$ cat src/rtl/sar_seq_pkg.sv
package sar_seq_pkg;
    typedef enum logic [1:0] {
        ST_IDLE,
        ST_SIGN,
        ST_TRIAL,
        ST_LATCH
    } sar_state_e;
endpackage

$ cat src/rtl/sar_rise_detect.sv
module sar_rise_detect (
    input  logic clk,
    input  logic rst_n,
    input  logic level,
    output logic rise
);
    logic level_q;

    always_ff @(posedge clk or negedge rst_n) begin
        if (!rst_n) level_q <= 1'b0;
        else        level_q <= level;
    end

    assign rise = level & ~level_q;
endmodule

$ cat src/rtl/sar_approx_reg.sv
module sar_approx_reg #(
    parameter int WIDTH = 12
) (
    input  logic             clk,
    input  logic             rst_n,
    input  logic             load,
    input  logic             step,
    input  logic             cmp_hi,
    output logic [WIDTH-1:0] trial,
    output logic [WIDTH-1:0] acc,
    output logic             last
);
    logic [WIDTH-1:0] ptr;

    // one decided bit and one pointer bit per position; pointer walks down
    for (genvar i = 0; i < WIDTH; i++) begin : g_bit
        logic acc_b;
        logic ptr_b;
        logic ptr_in;

        if (i == WIDTH - 1) begin : g_top
            assign ptr_in = 1'b0;
        end else begin : g_low
            assign ptr_in = ptr[i+1];
        end

        always_ff @(posedge clk or negedge rst_n) begin
            if (!rst_n) begin
                acc_b <= 1'b0;
                ptr_b <= 1'b0;
            end else if (load) begin
                acc_b <= 1'b0;
                ptr_b <= (i == WIDTH - 1);
            end else if (step) begin
                if (ptr_b && cmp_hi) acc_b <= 1'b1;
                ptr_b <= ptr_in;
            end
        end

        assign acc[i]   = acc_b;
        assign ptr[i]   = ptr_b;
        assign trial[i] = acc_b | ptr_b;
    end

    assign last = ptr[0];
endmodule

$ cat src/rtl/sar_out_latch.sv
module sar_out_latch #(
    parameter int WIDTH = 12
) (
    input  logic           clk,
    input  logic           rst_n,
    input  logic           begin_conv,
    input  logic           latch_en,
    input  logic           read_ack,
    input  logic           sign_in,
    input  logic [WIDTH-1:0] mag_in,
    output logic [WIDTH:0] result,
    output logic           eoc,
    output logic           int_n
);
    always_ff @(posedge clk or negedge rst_n) begin
        if (!rst_n) begin
            result <= '0;
            eoc    <= 1'b0;
            int_n  <= 1'b1;
        end else if (begin_conv) begin
            eoc    <= 1'b0;
            int_n  <= 1'b1;
        end else if (latch_en) begin
            result <= {sign_in, mag_in};
            eoc    <= 1'b1;
            int_n  <= 1'b0;
        end else if (read_ack) begin
            int_n  <= 1'b1;
        end
    end
endmodule

$ cat src/rtl/sar_signmag_seq.sv
module sar_signmag_seq #(
    parameter int WIDTH = 12
) (
    input  logic             clk,
    input  logic             rst_n,
    input  logic             cs_n,
    input  logic             start,
    input  logic             sh,
    input  logic             rd_req,
    input  logic             cmp_hi,
    output logic             dac_ref_gnd,
    output logic [WIDTH-1:0] dac_code,
    output logic             busy,
    output logic [WIDTH:0]   result,
    output logic             eoc,
    output logic             int_n
);
    import sar_seq_pkg::*;

    sar_state_e       state_q, state_d;
    logic             sh_rise;
    logic             accept;
    logic             load, step, latch_en, take_sign;
    logic             sign_q;
    logic [WIDTH-1:0] trial, acc;
    logic             last;

    sar_rise_detect u_sh_edge (
        .clk   (clk),
        .rst_n (rst_n),
        .level (sh),
        .rise  (sh_rise)
    );

    assign accept = (state_q == ST_IDLE) && !cs_n && (start || sh_rise);

    // state register
    always_ff @(posedge clk or negedge rst_n) begin
        if (!rst_n) state_q <= ST_IDLE;
        else        state_q <= state_d;
    end

    // transitions
    always_comb begin
        state_d = state_q;
        unique case (state_q)
            ST_IDLE:  if (accept) state_d = ST_SIGN;
            ST_SIGN:  state_d = ST_TRIAL;
            ST_TRIAL: if (last) state_d = ST_LATCH;
            ST_LATCH: state_d = ST_IDLE;
            default:  state_d = ST_IDLE;
        endcase
    end

    // outputs and datapath strobes
    always_comb begin
        busy        = 1'b1;
        dac_ref_gnd = 1'b0;
        dac_code    = '0;
        load        = 1'b0;
        step        = 1'b0;
        latch_en    = 1'b0;
        take_sign   = 1'b0;
        unique case (state_q)
            ST_IDLE: begin
                busy = 1'b0;
                load = accept;
            end
            ST_SIGN: begin
                dac_ref_gnd = 1'b1;
                take_sign   = 1'b1;
            end
            ST_TRIAL: begin
                dac_code = trial;
                step     = 1'b1;
            end
            ST_LATCH: latch_en = 1'b1;
            default:  busy = 1'b0;
        endcase
    end

    always_ff @(posedge clk or negedge rst_n) begin
        if (!rst_n)         sign_q <= 1'b0;
        else if (take_sign) sign_q <= ~cmp_hi;
    end

    sar_approx_reg #(.WIDTH(WIDTH)) u_sar (
        .clk    (clk),
        .rst_n  (rst_n),
        .load   (load),
        .step   (step),
        .cmp_hi (cmp_hi),
        .trial  (trial),
        .acc    (acc),
        .last   (last)
    );

    sar_out_latch #(.WIDTH(WIDTH)) u_out (
        .clk        (clk),
        .rst_n      (rst_n),
        .begin_conv (accept),
        .latch_en   (latch_en),
        .read_ack   (!busy && !cs_n && rd_req),
        .sign_in    (sign_q),
        .mag_in     (acc),
        .result     (result),
        .eoc        (eoc),
        .int_n      (int_n)
    );
endmodule

$ cat config.mk
export PLATFORM = sky130hd
export DESIGN_NAME = sar_signmag_seq
export DESIGN_NICKNAME = d
export VERILOG_FILES = /design/src/rtl/sar_seq_pkg.sv /design/src/rtl/sar_rise_detect.sv /design/src/rtl/sar_approx_reg.sv /design/src/rtl/sar_out_latch.sv /design/src/rtl/sar_signmag_seq.sv
export SDC_FILE = /design/constraint.sdc
export NUM_CORES = 1
export LEC_CHECK = 0
export BUFFER_PORTS_ARGS = -buffer_cell sky130_fd_sc_hd__buf_2
export CAP_MARGIN = 30
export CORE_MARGIN = 5
export CORE_UTILIZATION = 54
export CTS_CLUSTER_DIAMETER = 200
export DETAILED_ROUTE_END_ITERATION = 12
export PLACE_DENSITY = 0.86
export SLEW_MARGIN = 40
export SYNTH_ARGS = -nofsm -noshare
export SYNTH_HDL_FRONTEND = slang
export SYNTH_SLANG_ARGS = --single-unit
$ cat constraint.sdc
create_clock -name clk -period 1.8 [get_ports clk]
set_input_delay 0.54 -clock clk [delete_from_list [all_inputs] [get_ports clk]]
set_output_delay 0.54 -clock clk [all_outputs]
set_load 0.01 [all_outputs]
# Yosys cells after proc, flatten, opt, wreduce, memory -nomap -nowiden
# Cells that the tools add are included.
[classes]
reduce_logical = 47
eq_ne = 5
muxes = 74
n_bitwise = 16
[op_table]
columns = ["operator", "n"]
rows = [
  ["$mux 1", 70],
  ["$reduce_and 2->1", 14],
  ["$reduce_bool 2->1", 14],
  ["$logic_and 1x1->1", 15],
  ["$mux 12", 1],
  ["$or 1x1->1", 12],
  ["$pmux 2 s4", 1],
  ["$eq 2x2->1 const B", 2],
  ["$mux 2", 2],
  ["$not 1->1", 3],
  ["$reduce_bool 3->1", 1],
  ["$eq 2x1->1 const B", 1],
  ["$logic_not 2->1", 1],
  ["$ne 2x1->1 const B", 1],
  ["$ne 2x2->1 const B", 1],
  ["$and 1x1->1", 1],
  ["$logic_not 1->1", 1],
  ["$logic_or 1x1->1", 1],
]
[word_totals]
elab_cells = 172
register_bits = 43

# Longest topological paths before layout
[depth]
ltp_word = 7
ltp_mapped = 7
mapped_depth_nobuf = 5

# Hierarchy
# Synthesis repeated with hierarchy kept, for this count alone.
[unflattened]
cells_unflattened = 175
hier_area_um2 = 2090.8
[by_module_without_submodules]
columns = ["module", "area_each_um2", "n_inst", "cells_per_inst"]
rows = [
  ["sar_approx_reg", 1102.3, 1, 102],
  ["sar_out_latch", 613.1, 1, 34],
  ["sar_signmag_seq", 336.6, 1, 37],
  ["sar_rise_detect", 38.8, 1, 2],
]

# Least setup slack after synthesis
# Ideal clock, no wire load.
[synth_path]
kind = "register to output"
from = "register state_q[0]"
to = "output port dac_code[0]"
stages_incl_launch_ff = 7
slack_ps = 116
n_path_buf = 2
arrival_time_ps = 1144
cell_sequence = "dfrtp_1 inv_1 ha_1 buf_4 inv_4 buf_2 nor2_1"
[synth_between]
elab_chain_len = 2
[synth_lines]
columns = ["element", "line", "rtl"]
rows = [
  ["start: declaration", "sar_signmag_seq.sv:20", "sar_state_e state_q, state_d;"],
  ["start signal: assignment", "sar_signmag_seq.sv:40", "else state_q <= state_d;"],
  ["$eq 2x2->1", "sar_signmag_seq.sv:64", "unique case (state_q)"],
  ["$mux 12", "sar_signmag_seq.sv:64", ""],
  ["end: declaration", "sar_signmag_seq.sv:12", "output logic [WIDTH-1:0] dac_code,"],
]
# Every way passes these cells.

# Worst setup path after layout
[layout_path]
from = "register state_q[0]"
to = "output port dac_code[2]"
# Same word-level chain as after synthesis.

==> parameters.txt <==
Parameter                              Value

Clock tree
  Cell chosen for the clock root    sky130_fd_sc_hd__clkbuf_4
  Num Clock Sinks    43
  TritonCTS buffer count    5
  Insertion delay to the later sink of the worst-skew pair    ~0.33 ns
  CTS tree    built
  Htree depth    2
  Number of buffers inserted by hold repair at cts    0
  Max Root-Sink Buffers    2
  Clock input transition at the sequential cells of the worst setup and hold paths    between 0.1 and 0.15 ns

Synth
  Number of synthesized flops with an enable pin    0
  Area fraction of the dominant cell type after synthesis    between 50 and 60%
  Post-synthesis sequential element count    between 40 and 50
  Ranking of synthesized cells by area    sky130_fd_sc_hd__dfrtp_1, sky130_fd_sc_hd__nor2_1, sky130_fd_sc_hd__mux2_2, sky130_fd_sc_hd__mux2i_1, sky130_fd_sc_hd__ha_1
  Sequential fraction of the synthesis area    57.6%
  Number of instances in the synthesized netlist    about 160
  Synth warnings    0
  Library cells used by synthesis    25
  Async set-reset flop share out of synthesis    100%
  Post-Synthesis Mean Instance Area    11.6 um2
  Summed instance area of the synthesized netlist    between 0.0015 and 0.002 mm2
  Biggest area consumer among synthesized cells    sky130_fd_sc_hd__dfrtp_1
  Total nets after synthesis    ~170
  Commonest cells in the netlist    sky130_fd_sc_hd__nor2_1, sky130_fd_sc_hd__dfrtp_1, sky130_fd_sc_hd__mux2_2
  Leading cell type by number of instances after synthesis    sky130_fd_sc_hd__nor2_1
  Primary FF master, synth    sky130_fd_sc_hd__dfrtp_1

Floorplan
  IO Pins    36
  Initial standard-cell utilization of the core    ~56%
  DIE HEIGHT    roughly 69 um
  Area of the die    roughly 0.0047 mm2
  Floorplan row count    21
  Area of the core    around 0.0033 mm2
  Horizontal die dimension    between 60 and 70 um

Place
  I/O Buffers    35
  Placed cell count    around 240
  Total cell area at the placement stage    between 0.002 and 0.0025 mm2
  Half-perimeter wire length of the detailed placement result    around 2.2 mm
  Routability congestion estimate from global placement    approximately 0.76
  DP Worst Slack    between 0.1 and 0.15 ns

Layout
  NumNets Final    214
  Finished layout cell area    roughly 0.0022 mm2
  P&R area growth vs syn    20.1%
  Number of standard cells in the final layout excluding fillers    around 250
  Diode insertion count for antenna repair    0
  Fraction of layout cells with a size suffix above 1    39.9%

Hold path
  Worst hold path class    in2async

Timing
  Unrepaired setup endpoints after global routing    yes
  Total Neg Setup Slack    -0.951 ns
  Max Fclk    ~530 MHz
  Number of pins with negative max-slew slack in the final report    0
  Period utilization    105%
  Number of failing setup endpoints in the final timing report    13
  Final Skew    ~0.0038 ns
  Worst setup margin    -0.0987 ns
  Final-report hold violation count    0
  Relative max-transition margin    between 70% and 80%
  Transition time at the pin with the least slew margin    between 0.4 and 0.5 ns
  Post-layout minimum cycle time    about 1.9 ns

Global routing
  Maximum number of pins on one net before global-route repair    28
  Number of global-route vias before repair    roughly 1200
  Number of antenna violations at the first check in global routing    0
  First-pass GRT wire length    roughly 5.5 mm
  GRT Util Overall    ~16%
  Grt ovf    0

Pwr
  Power density of the placed cells    ~1800 mW/mm2
  Static leakage    between 1 and 1.5 nW
  Final Total Pwr    approximately 4.0 mW
  Maximum vdd drop    ~0.9 mV

Setup path
  Critical Path End Type    output port
  Worst setup SP type    flop
  Max Fanout on Critical Path    14
  Startpoint-to-endpoint class of the critical path    reg2out
  CP Depth    5
  Data required time of the worst path    approximately 1.3 ns
  Slowest-stage cell, CP    sky130_fd_sc_hd__dfrtp_1
  Slack of the worst reg-to-reg path    around 0.25 ns
  Buffering stage count on the worst path with inverters included    3
  Worst path cell trace    inv_2 > ha_4 > inv_8 > nor2_1 > buf_2
  Critical path arrival    between 1 and 1.5 ns
  Slowest Stage Delay on Critical Path    approximately 0.42 ns
  Cells on worst reg2reg path    7
  Cell family with most CP delay    flip-flops

Routing
  Final routed DRC violation total    0
  Vias per cell    5.08
  Average wire length per cell after detail routing    between 10 and 15 um
  Number of detailed-route iterations in the first pass    4
  Starting DRC count in detailed routing    104
  Routed Wire Length    roughly 3.4 mm
  Number of vias after detailed routing    1266
  Antenna violation net count after detailed routing    0

Outcome
  Status    finished, violations left
  Failing checks    negative setup slack

Flow run
  MaxCap Viol Count    0
==> kinds of logic after synthesis <==
kind of cell	after synthesis	share of synthesized area [%]
simple gates	58	13.0
flops	43	57.6
mux	26	15.0
compound gates	17	6.02
buf+inv	13	5.08
fa+ha+maj	5	3.34
==> report_power, final <==
| part | switching [mW] | internal, mW | leakage [nW] | total, mW |
|---|---|---|---|---|
| registers | 0.290 | 1.36 | 0.565 | 1.65 |
| clock network | 0.280 | 0.230 | 0.0386 | 0.511 |
| logic | 0.947 | 0.848 | 0.547 | 1.79 |
==> metrics by stage <==
| step | hold slack [ns] | util, % |
|---|---|---|
| 4_1_cts | 0.101 | 66.5 |
| 3_3_place_gp | 0.478 | 61.7 |
| 5_1_grt | 0.120 | 67.3 |
| 6_report | 0.115 | 67.3 |
| 3_5_place_dp | 0.478 | 61.7 |
| 2_1_floorplan | 0.244 | - |
==> cells in the final DEF, fill, tap and decap left out, drive strengths merged, types with 5 or more instances in the layout <==
cell	instances
mux2i	12
inv	5
nor2	51
buf	41
clkbuf	8
a21oi	12
mux2	14
dfrtp	42
ha	5
==> timing repair <==
action | CTS | global route
endpoints found under the setup margin | 13 | 27
pin swaps | 1 | 0
gates resized for setup | 18 | 6
buffers inserted | 3 | 1
==> sequential cells by signal, indices dropped and copies added, names as in the netlist, 2 cells and up <==
name,flops
state_q,2
u_sar.g_bit.ptr_in,10
u_out.result,13
u_sar.g_bit.acc_b,12
==> worst paths after layout <==
| path | start | to |
|---|---|---|
| worst max-delay path | state_q[0]$_DFFE_PN0P_ | dac_code[2] |
| worst min-delay path | rst_n | u_sar.g_bit[8].ptr_in$_DFFE_PN0P_ |
| worst max register to register | state_q[0]$_DFFE_PN0P_ | u_sar.g_bit[10].acc_b$_DFFE_PN0P_ |
| worst min register to register | u_out.eoc$_DFFE_PN0P_ | u_out.eoc$_DFFE_PN0P_ |
| max in group asynchronous | rst_n | u_sar.g_bit[0].ptr_in$_DFFE_PN0P_ |
| min in group clk | sh | u_sh_edge.level_q$_DFF_PN0_ |
==> area by class of cell <==
type / instances / area, um2
inverter: 5 / 26.3
timing repair buffer: 41 / 258
clock buffer: 8 / 68.8
tap: 46 / 57.6
multi-input combinational: 106 / 759
fill: 256 / 1090
sequential: 43 / 1080
==> worst register-to-register path, delay by kind of cell, from the launching register on <==
family | cells | cell delay [ns]
fa+ha+maj | 1 | 0.18
compound gates | 1 | 0.09
simple gates | 2 | 0.37
flops | 1 | 0.42
buf+inv | 3 | 0.44
==> routing by layer <==
| layer | routed length, um | track usage, % | vias to the layer above |
|---|---|---|---|
| li1 | - | - | 610 |
| met2 | 1710 | 26.1 | 30 |
| met4 | 27 | 7.30 | 0 |
| met1 | 1450 | 20.4 | 624 |
| met5 | 0 | 0 | - |
| met3 | 180 | 3.89 | 2 |
Note: power is estimated with default switching activity, not from simulation.
